**src/rtl/sps_pkg.sv**
```systemverilog
package sps_pkg;

   typedef enum logic [2:0] {
      ST_IDLE,
      ST_SETTLE,
      ST_MEASURE,
      ST_LOAD_REF,
      ST_CORRELATE,
      ST_REPORT,
      ST_NEXT
   } sps_state_e;

endpackage

```
**src/rtl/sps_edge.sv**
```systemverilog
module sps_edge #(
   parameter int SYNC = 0
) (
   input  logic clk,
   input  logic rst_n,
   input  logic din,
   output logic rise
);

   logic lvl;
   logic prev_q;

   generate
      if (SYNC < 0) begin : g_bad
         $error("sps_edge: SYNC must be non-negative");
      end
      if (SYNC == 0) begin : g_direct
         assign lvl = din;
      end else begin : g_sync
         logic [SYNC-1:0] chain_q;
         always_ff @(posedge clk) begin
            if (!rst_n) begin
               chain_q <= '0;
            end else begin
               chain_q[0] <= din;
               for (int i = 1; i < SYNC; i++) begin
                  chain_q[i] <= chain_q[i-1];
               end
            end
         end
         assign lvl = chain_q[SYNC-1];
      end
   endgenerate

   always_ff @(posedge clk) begin
      if (!rst_n) prev_q <= 1'b0;
      else        prev_q <= lvl;
   end

   assign rise = lvl & ~prev_q;

endmodule

```
**src/rtl/sps_phase_meter.sv**
```systemverilog
module sps_phase_meter #(
   parameter int L = 8
) (
   input  logic         clk,
   input  logic         rst_n,
   input  logic         en,
   input  logic         stim_rise,
   input  logic         resp_rise,
   output logic         cap,
   output logic         tmo,
   output logic [L-1:0] delay
);

   logic [L-1:0] cnt_q;
   logic         armed_q;
   logic         cnt_full;

   generate
      if (L < 2) begin : g_bad
         $error("sps_phase_meter: L too small");
      end
   endgenerate

   assign cnt_full = (cnt_q == '1);

   // capture: response edge after arming, or both edges together
   assign cap   = en && (armed_q ? resp_rise : (stim_rise && resp_rise));
   assign delay = armed_q ? cnt_q : '0;
   assign tmo   = en && !cap && cnt_full && (armed_q || !stim_rise);

   always_ff @(posedge clk) begin
      if (!rst_n || !en) begin
         cnt_q   <= '0;
         armed_q <= 1'b0;
      end else if (!armed_q && stim_rise) begin
         armed_q <= 1'b1;
         cnt_q   <= L'(1);
      end else begin
         cnt_q   <= cnt_q + L'(1);
      end
   end


   arm_source_chk: assert property (@(posedge clk) disable iff (!rst_n)
      $rose(armed_q) |-> $past(stim_rise));


   tmo_needs_full_chk: assert property (@(posedge clk) disable iff (!rst_n)
      tmo |-> (en && $past(en)));

endmodule

```
**src/rtl/sps_window.sv**
```systemverilog
module sps_window #(
   parameter int L = 8
) (
   input  logic clk,
   input  logic rst_n,
   input  logic run,
   output logic last
);

   logic [L-1:0] cnt_q;

   assign last = run && (cnt_q == '1);

   always_ff @(posedge clk) begin
      if (!rst_n || !run || last) cnt_q <= '0;
      else                        cnt_q <= cnt_q + L'(1);
   end


   window_restart_chk: assert property (@(posedge clk) disable iff (!rst_n)
      $rose(run) |-> (cnt_q == '0));

endmodule

```
**src/rtl/sweep_phase_seq.sv**
```systemverilog
module sweep_phase_seq
   import sps_pkg::*;
#(
   parameter int L        = 8,
   parameter int FCW_STEP = 2,
   parameter int SYNC     = 0
) (
   input  logic         clk,
   input  logic         rst_n,
   input  logic         start,
   input  logic         stim_sign,
   input  logic         resp_sign,
   output logic [L-1:0] fcw,
   output logic         ref_load,
   output logic [L-1:0] ref_phase,
   output logic         corr_en,
   output logic         rpt_valid,
   output logic         rpt_timeout,
   output logic         busy,
   output logic         sweep_done
);

   localparam logic [L-1:0] STEP_V = L'(FCW_STEP);
   localparam logic [L-1:0] LAST_V = L'(1 << (L - 1));

   generate
      if (L < 3 || L > 24) begin : g_bad_width
         $error("sweep_phase_seq: L out of range");
      end
      if (FCW_STEP < 1 || ((1 << (L - 1)) % FCW_STEP) != 0) begin : g_bad_step
         $error("sweep_phase_seq: FCW_STEP must divide 2^(L-1)");
      end
   endgenerate

   sps_state_e   state_q;
   logic [L-1:0] fcw_q;
   logic [L-1:0] phase_q;
   logic         tmo_q;
   logic         done_q;

   // sign-bit edge detectors, identical latency on both channels
   logic [1:0] raw_sign;
   logic [1:0] rise;
   assign raw_sign = {resp_sign, stim_sign};

   generate
      for (genvar c = 0; c < 2; c++) begin : g_ch
         sps_edge #(.SYNC(SYNC)) u_edge (
            .clk  (clk),
            .rst_n(rst_n),
            .din  (raw_sign[c]),
            .rise (rise[c])
         );
      end
   endgenerate

   logic         meas_en;
   logic         meas_cap;
   logic         meas_tmo;
   logic [L-1:0] meas_delay;
   logic [L-1:0] phase_conv;

   assign meas_en = (state_q == ST_MEASURE);

   sps_phase_meter #(.L(L)) u_meter (
      .clk      (clk),
      .rst_n    (rst_n),
      .en       (meas_en),
      .stim_rise(rise[0]),
      .resp_rise(rise[1]),
      .cap      (meas_cap),
      .tmo      (meas_tmo),
      .delay    (meas_delay)
   );

   assign phase_conv = meas_delay * fcw_q;

   logic win_run;
   logic win_last;

   assign win_run = (state_q == ST_SETTLE) || (state_q == ST_CORRELATE);

   sps_window #(.L(L)) u_win (
      .clk  (clk),
      .rst_n(rst_n),
      .run  (win_run),
      .last (win_last)
   );

   always_ff @(posedge clk) begin
      if (!rst_n) begin
         state_q <= ST_IDLE;
         fcw_q   <= '0;
         phase_q <= '0;
         tmo_q   <= 1'b0;
         done_q  <= 1'b0;
      end else begin
         done_q <= 1'b0;
         unique case (state_q)
            ST_IDLE: begin
               if (start) begin
                  fcw_q   <= STEP_V;
                  state_q <= ST_SETTLE;
               end
            end
            ST_SETTLE: begin
               if (win_last) state_q <= ST_MEASURE;
            end
            ST_MEASURE: begin
               if (meas_cap) begin
                  phase_q <= phase_conv;
                  tmo_q   <= 1'b0;
                  state_q <= ST_LOAD_REF;
               end else if (meas_tmo) begin
                  phase_q <= '0;
                  tmo_q   <= 1'b1;
                  state_q <= ST_LOAD_REF;
               end
            end
            ST_LOAD_REF: state_q <= ST_CORRELATE;
            ST_CORRELATE: begin
               if (win_last) state_q <= ST_REPORT;
            end
            ST_REPORT: state_q <= ST_NEXT;
            ST_NEXT: begin
               if (fcw_q == LAST_V) begin
                  fcw_q   <= '0;
                  phase_q <= '0;
                  tmo_q   <= 1'b0;
                  done_q  <= 1'b1;
                  state_q <= ST_IDLE;
               end else begin
                  fcw_q   <= fcw_q + STEP_V;
                  state_q <= ST_SETTLE;
               end
            end
            default: state_q <= ST_IDLE;
         endcase
      end
   end

   assign fcw         = fcw_q;
   assign ref_phase   = phase_q;
   assign rpt_timeout = tmo_q;
   assign ref_load    = (state_q == ST_LOAD_REF);
   assign corr_en     = (state_q == ST_CORRELATE);
   assign rpt_valid   = (state_q == ST_REPORT);
   assign busy        = (state_q != ST_IDLE);
   assign sweep_done  = done_q;


   fcw_hold_chk: assert property (@(posedge clk) disable iff (!rst_n)
      (busy && $past(busy) && ($past(state_q) != ST_NEXT)) |-> $stable(fcw));


   fcw_range_chk: assert property (@(posedge clk) disable iff (!rst_n)
      busy |-> (fcw >= STEP_V && fcw <= LAST_V));


   corr_follows_load_chk: assert property (@(posedge clk) disable iff (!rst_n)
      ref_load |=> corr_en);


   report_after_corr_chk: assert property (@(posedge clk) disable iff (!rst_n)
      $fell(corr_en) |-> rpt_valid);


   timeout_zero_phase_chk: assert property (@(posedge clk) disable iff (!rst_n)
      (rpt_valid && rpt_timeout) |-> (ref_phase == '0));

endmodule

```
**config.mk**
```make
export PLATFORM = sky130hd
export DESIGN_NAME = sweep_phase_seq
export DESIGN_NICKNAME = d
export VERILOG_FILES = /design/src/rtl/sps_pkg.sv /design/src/rtl/sps_edge.sv /design/src/rtl/sps_phase_meter.sv /design/src/rtl/sps_window.sv /design/src/rtl/sweep_phase_seq.sv
export SDC_FILE = /design/constraint.sdc
export NUM_CORES = 1
export LEC_CHECK = 0
export BUFFER_PORTS_ARGS = -buffer_cell sky130_fd_sc_hd__buf_2
export CAP_MARGIN = 20
export CORE_MARGIN = 2
export CORE_UTILIZATION = 59
export DETAILED_ROUTE_END_ITERATION = 7
export GPL_ROUTABILITY_DRIVEN = 1
export PLACE_DENSITY = 0.8
export SYNTH_ARGS = -nofsm -noshare
export SYNTH_HDL_FRONTEND = slang
export SYNTH_SLANG_ARGS = --single-unit
```
**constraint.sdc**
```tcl
create_clock -name clk -period 5.8 [get_ports clk]
set_input_delay 1.16 -clock clk [delete_from_list [all_inputs] [get_ports clk]]
set_output_delay 1.16 -clock clk [all_outputs]
set_load 0.01 [all_outputs]
```
* Word-level counts from Yosys, hierarchy flattened
Cells that the tools add are included.
** Word-level totals
- Flip-flop bits (word level) :: 40
- Logic and storage cells :: 82
** Cells by class
- Equal/unequal tests :: 14
- $mul :: 1
- Add/sub/neg operators :: 3
- Bitwise gates (word level) :: 4
- Muxes and demuxes :: 22
- Reductions and logical operators :: 27
** Operator list (count)
- two-way mux 8 bit :: 6
- one-hot mux 8 bit (2 select lines) :: 2
- equality test 8 bit, second input constant :: 3
- one-hot mux 3 bit (7 select lines) :: 1
- adder 8 x 1 -> 8 bit, second input constant :: 2
- two-way mux 3 bit :: 5
- equality test 3 bit, second input constant :: 3
- adder 8 x 2 -> 8 bit, second input constant :: 1
- multiplier 8 x 8 -> 8 bit :: 1
- logical AND 1 bit :: 7
- two-way mux 1 bit :: 7
- equality test 3 x 2 -> 1 bit, second input constant :: 2
- zero test 1 bit :: 6
- logical OR 1 bit :: 5
- != test 2 x 1 -> 1 bit, second input constant :: 2
- != test 2 bit, second input constant :: 2
- AND reduction 2 bit :: 2
- AND reduction 4 bit :: 1
- nonzero test 2 bit :: 2
- equality test 3 x 1 -> 1 bit, second input constant :: 1
- zero test 3 bit :: 1
- != test 3 bit, second input constant :: 1
- AND reduction 3 bit :: 1
- nonzero test 3 bit :: 1
- other kinds (4) :: 6

* Longest topological paths before layout
- Word-level depth :: 12
- Mapped depth :: 16

* Cells and area by module
From an unflattened synthesis, not the netlist that was laid out.
** Second synthesis, totals
- Cell total of the unflattened synthesis :: 308
- Area total of the unflattened synthesis :: 2688.8 µm²
** Modules (own cells, without submodules)
- sweep_phase_seq :: area each 1818.0 µm², times used 1, cells an instance 208
- sps_phase_meter :: area each 436.7 µm², times used 1, cells an instance 54
- sps_window :: area each 354.1 µm², times used 1, cells an instance 40
- sps_edge :: area each 40.0 µm², times used 2, cells an instance 3

* Worst setup path after synthesis
Ideal clock, no wire load.
- Kind :: reg2reg
- Start :: reg u_meter.armed_q
- End :: reg phase_q[7] (netlist: ref_phase[7])
- Required time :: 5.680 ns
- Cell stages (with the launch flop) :: 15
- Path slack :: 1.677 ns
- Path buffers :: 2
- Arrival time :: 4.003 ns
- Clock period less this slack :: 4.123 ns
- Cells stage by stage :: dfxtp_1 buf_6 clkbuf_1 nand3_1 fa_1 fa_1 inv_1 fa_1 inv_1 fa_1 inv_1 ha_1 a21oi_1 xnor3_1 a211o_1
** On the way
- Cells in the longest elaborated chain, start to end :: 8
- Elaborated cells between the ends (all ways) :: 13
- Those cells by class :: 1 x mul; 1 x eq/ne; 4 x mux; 7 x reduce/logical
** RTL lines
- start, declared :: RTL line sps_phase_meter.sv:15 : logic armed_q;
- start signal, assigned :: RTL line sps_phase_meter.sv:34 : armed_q <= 1'b0;
- start signal, assigned :: RTL line sps_phase_meter.sv:36 : armed_q <= 1'b1;
- branches (longest 8 deep; another with multiplier 8 x 8 -> 8 bit)
- end signal, assigned :: RTL line sweep_phase_seq.sv:111 : phase_q <= phase_conv;
- end, declared :: RTL line sweep_phase_seq.sv:37 : logic [L-1:0] phase_q;
Several ways; the timed one is not identified.
A chain may end at the register's enable or synchronous reset.

* Worst setup path in the final report
Ends and elaborated chain as after synthesis.

==> flow_summary_export.csv <==
group,metric,value,unit
status,status,"finished clean",
floorplan,die_w,70.9,um
timing,post-route-period-util,77.3,%
critical_path,path_max_fanout,27,
drt,via_per_inst,5.48,
layout,nets,364,
worst_hold_path,hold_class,"reg -> reg",
timing,rsz0062_at_grt,"no",
timing,setup_tns,0,ns
power_and_ir_drop,ir_drop,0.000175,V
power_and_ir_drop,pwr_density_cell,167,mW/mm2
critical_path,cp.arrival,4.66,ns
floorplan,die_area,0.00502,mm2
layout,antenna_cells,0,
timing,max_freq,0.223,GHz
layout,final_cell_mix,"39 x dfxtp_1, 28 x inv_1, 28 x nor2_1",
placement,hpwl,3650,um
global_routing,grt_pass1_wl,8800,um
global_routing,grt_pass1_vias,2054,
layout,fillers,379,
layout,areaGrowthSynthToFinish,8.11,%
floorplan,start_util,61.0,%
drt,wl,5000,um
synth,ys_ff_latch,39,
synth,yosys.area.top_type_share,29.6,%
drt,postRouteAntennaNets,0,
global_routing,overflow,0,
clock_tree,htree_num_levels,2,
global_routing,track_usage,21.6,%
power_and_ir_drop,leakage,1.29,nW
critical_path,ff2ff_setup_slack,1.32,ns
placement,globalplace.congestion,0.807,
clock_tree,cts_resized,0,
drt,route.detailed.drc,0,
drt,vias,2087,
clock_tree,clockBufferDepth,2,
drt,drt_iter0_markers,98,
clock_tree,clock-root-buffer,"clkbuf_8",
critical_path,required,5.98,ns
floorplan,core_area,0.00432,mm2
clock_tree,cts_tree,"built",
clock_tree,cts.sinks,39,
synth,syn_area_per_cell,8.62,um2
timing,skew,0.00583,ns
global_routing,grt_antenna_before_repair,0,
flow_run,maxCapViolCount,0,
timing,slew_headroom,48.6,%
synth,syn_inst,306,
timing,min_period,4.48,ns
clock_tree,post_cts_buffers,0,
global_routing,grt_max_degree,28,
floorplan,die_y,70.9,um
clock_tree,numCtsBuffers,5,
synth,netlist_area,0.00264,mm2
power_and_ir_drop,total_power,0.000476,W
timing,slew_violations,0,
critical_path,end_kind,"flop",
synth,synth-warning-count,0,
drt,first_pass_iters,4,
synth,yosysSeqAreaShare,29.6,%
timing,worst_pin_slew,0.771,ns
layout,mostFrequentLayoutCell,"dfxtp_1",
synth,synth_top_cell_by_area,"dfxtp_1",
floorplan,rows,24,
placement,port_buffers,25,
synth,yosys-top-cells-area,"dfxtp_1 30%, fa_1 9.1%, ha_1 9.0%",
timing,finalSetupViolCount,0,
clock_tree,holdBufCountCts,0,
layout,ff_latch_area,781,um2
floorplan,pin_count,27,
clock_tree,clk_latency,0.28,ns
clock_tree,path_clk_slew,0.07,ns
critical_path,critPathKind,"reg -> reg",
synth,synth.distinct_cells,46,
layout,multiInputGateArea,0.00169,mm2
critical_path,start_kind,"flop",
layout,drive_gt1_share,13.1,%
timing,finalHoldViolCount,0,
drt,wl_per_cell,13.1,um
stage by stage:
step	cells	utilization (%)	setup WS (ns)	hold slack (ns)	cell area, um2
global placement	373	64.0	1.48	0.444	2770
global route	381	66.0	1.06	0.497	2850
finish	381	66.0	1.32	0.472	2850
floorplan	311	-	1.68	0.430	2660
CTS	381	66.0	1.32	0.474	2850
detailed placement	373	64.0	1.34	0.456	2770
routing by layer:
| layer | share of wire, % | global-route usage (%) |
|---|---|---|
| met5 | 0 | 0 |
| met4 | 1.5 | 6.71 |
| met3 | 4.2 | 3.56 |
| met2 | 49 | 37.3 |
| met1 | 46 | 27.6 |
worst max-delay path: stages (launching register included):
cell,delay (ns)
dfxtp_1,0.83
nand3_1,0.22
fa_1,0.52
fa_1,0.57
inv_1,0.05
fa_1,0.48
inv_1,0.06
fa_1,0.52
inv_1,0.04
ha_1,0.30
a21oi_1,0.17
xnor3_1,0.35
a211o_1,0.26
cell type report:
cell class / instances / area share, %
flip-flops and latches: 39 / 27.4
repair buffers: 25 / 4.39
clock buffers: 6 / 2.54
inverters: 29 / 3.82
multi-input cells: 228 / 59.2
well taps: 52 / 2.28
clock inverters: 2 / 0.439
kinds of logic after synthesis:
family	synth area share (%)
simple gates	26.0
buf+inv	7.16
flops	29.6
compound gates	9.72
fa+ha+maj	18.1
xor+xnor	9.15
other cells	0.285
cells in the mapped netlist (all sizes together):
| cell | instances |
|---|---|
| a211o | 2 |
| a211oi | 2 |
| a21boi | 2 |
| a21o | 3 |
| a21oi | 10 |
| a22oi | 6 |
| a31oi | 1 |
| and2 | 4 |
| and3 | 18 |
| and3b | 1 |
| buf | 4 |
| clkbuf | 11 |
| conb | 2 |
| dfxtp | 39 |
| fa | 12 |
| ha | 19 |
| inv | 29 |
| nand2 | 26 |
| nand2b | 5 |
| nand3 | 25 |
| nand3b | 2 |
| nand4 | 2 |
| nor2 | 28 |
| nor2b | 10 |
| nor3 | 2 |
| nor3b | 2 |
| nor4b | 2 |
| o211a | 1 |
| o21a | 2 |
| o21ai | 5 |
| o311ai | 1 |
| or2 | 1 |
| or3 | 1 |
| xnor2 | 15 |
| xnor3 | 1 |
| xor2 | 10 |
power by group:
part           leakage (nW)  internal (W)  switching, W
registers             0.315      0.000270    0.00000501
clock network        0.0412     0.0000840     0.0000908
logic                 0.935     0.0000107     0.0000155
final timing paths:
path                                      from                         to  depth (start not counted)
hold / removal        rpt_timeout$_SDFFE_PN0P_   rpt_timeout$_SDFFE_PN0P_                          2
setup reg to reg  u_meter.armed_q$_SDFFE_PP0P_  ref_phase[7]$_SDFFE_PN0P_                         12
hold reg to reg       rpt_timeout$_SDFFE_PN0P_   rpt_timeout$_SDFFE_PN0P_                          2
setup / recovery  u_meter.armed_q$_SDFFE_PP0P_  ref_phase[7]$_SDFFE_PN0P_                         12
sequential cells by signal, indices dropped and copies added (netlist names):
signal,cells
rpt_timeout,1
u_win.cnt_q,8
sweep_done,1
u_meter.cnt_q,8
fcw,7
state_q,3
ref_phase,8
u_meter.armed_q,1
g_ch.u_edge.prev_q,2
Power figures use the tool's default switching activity.
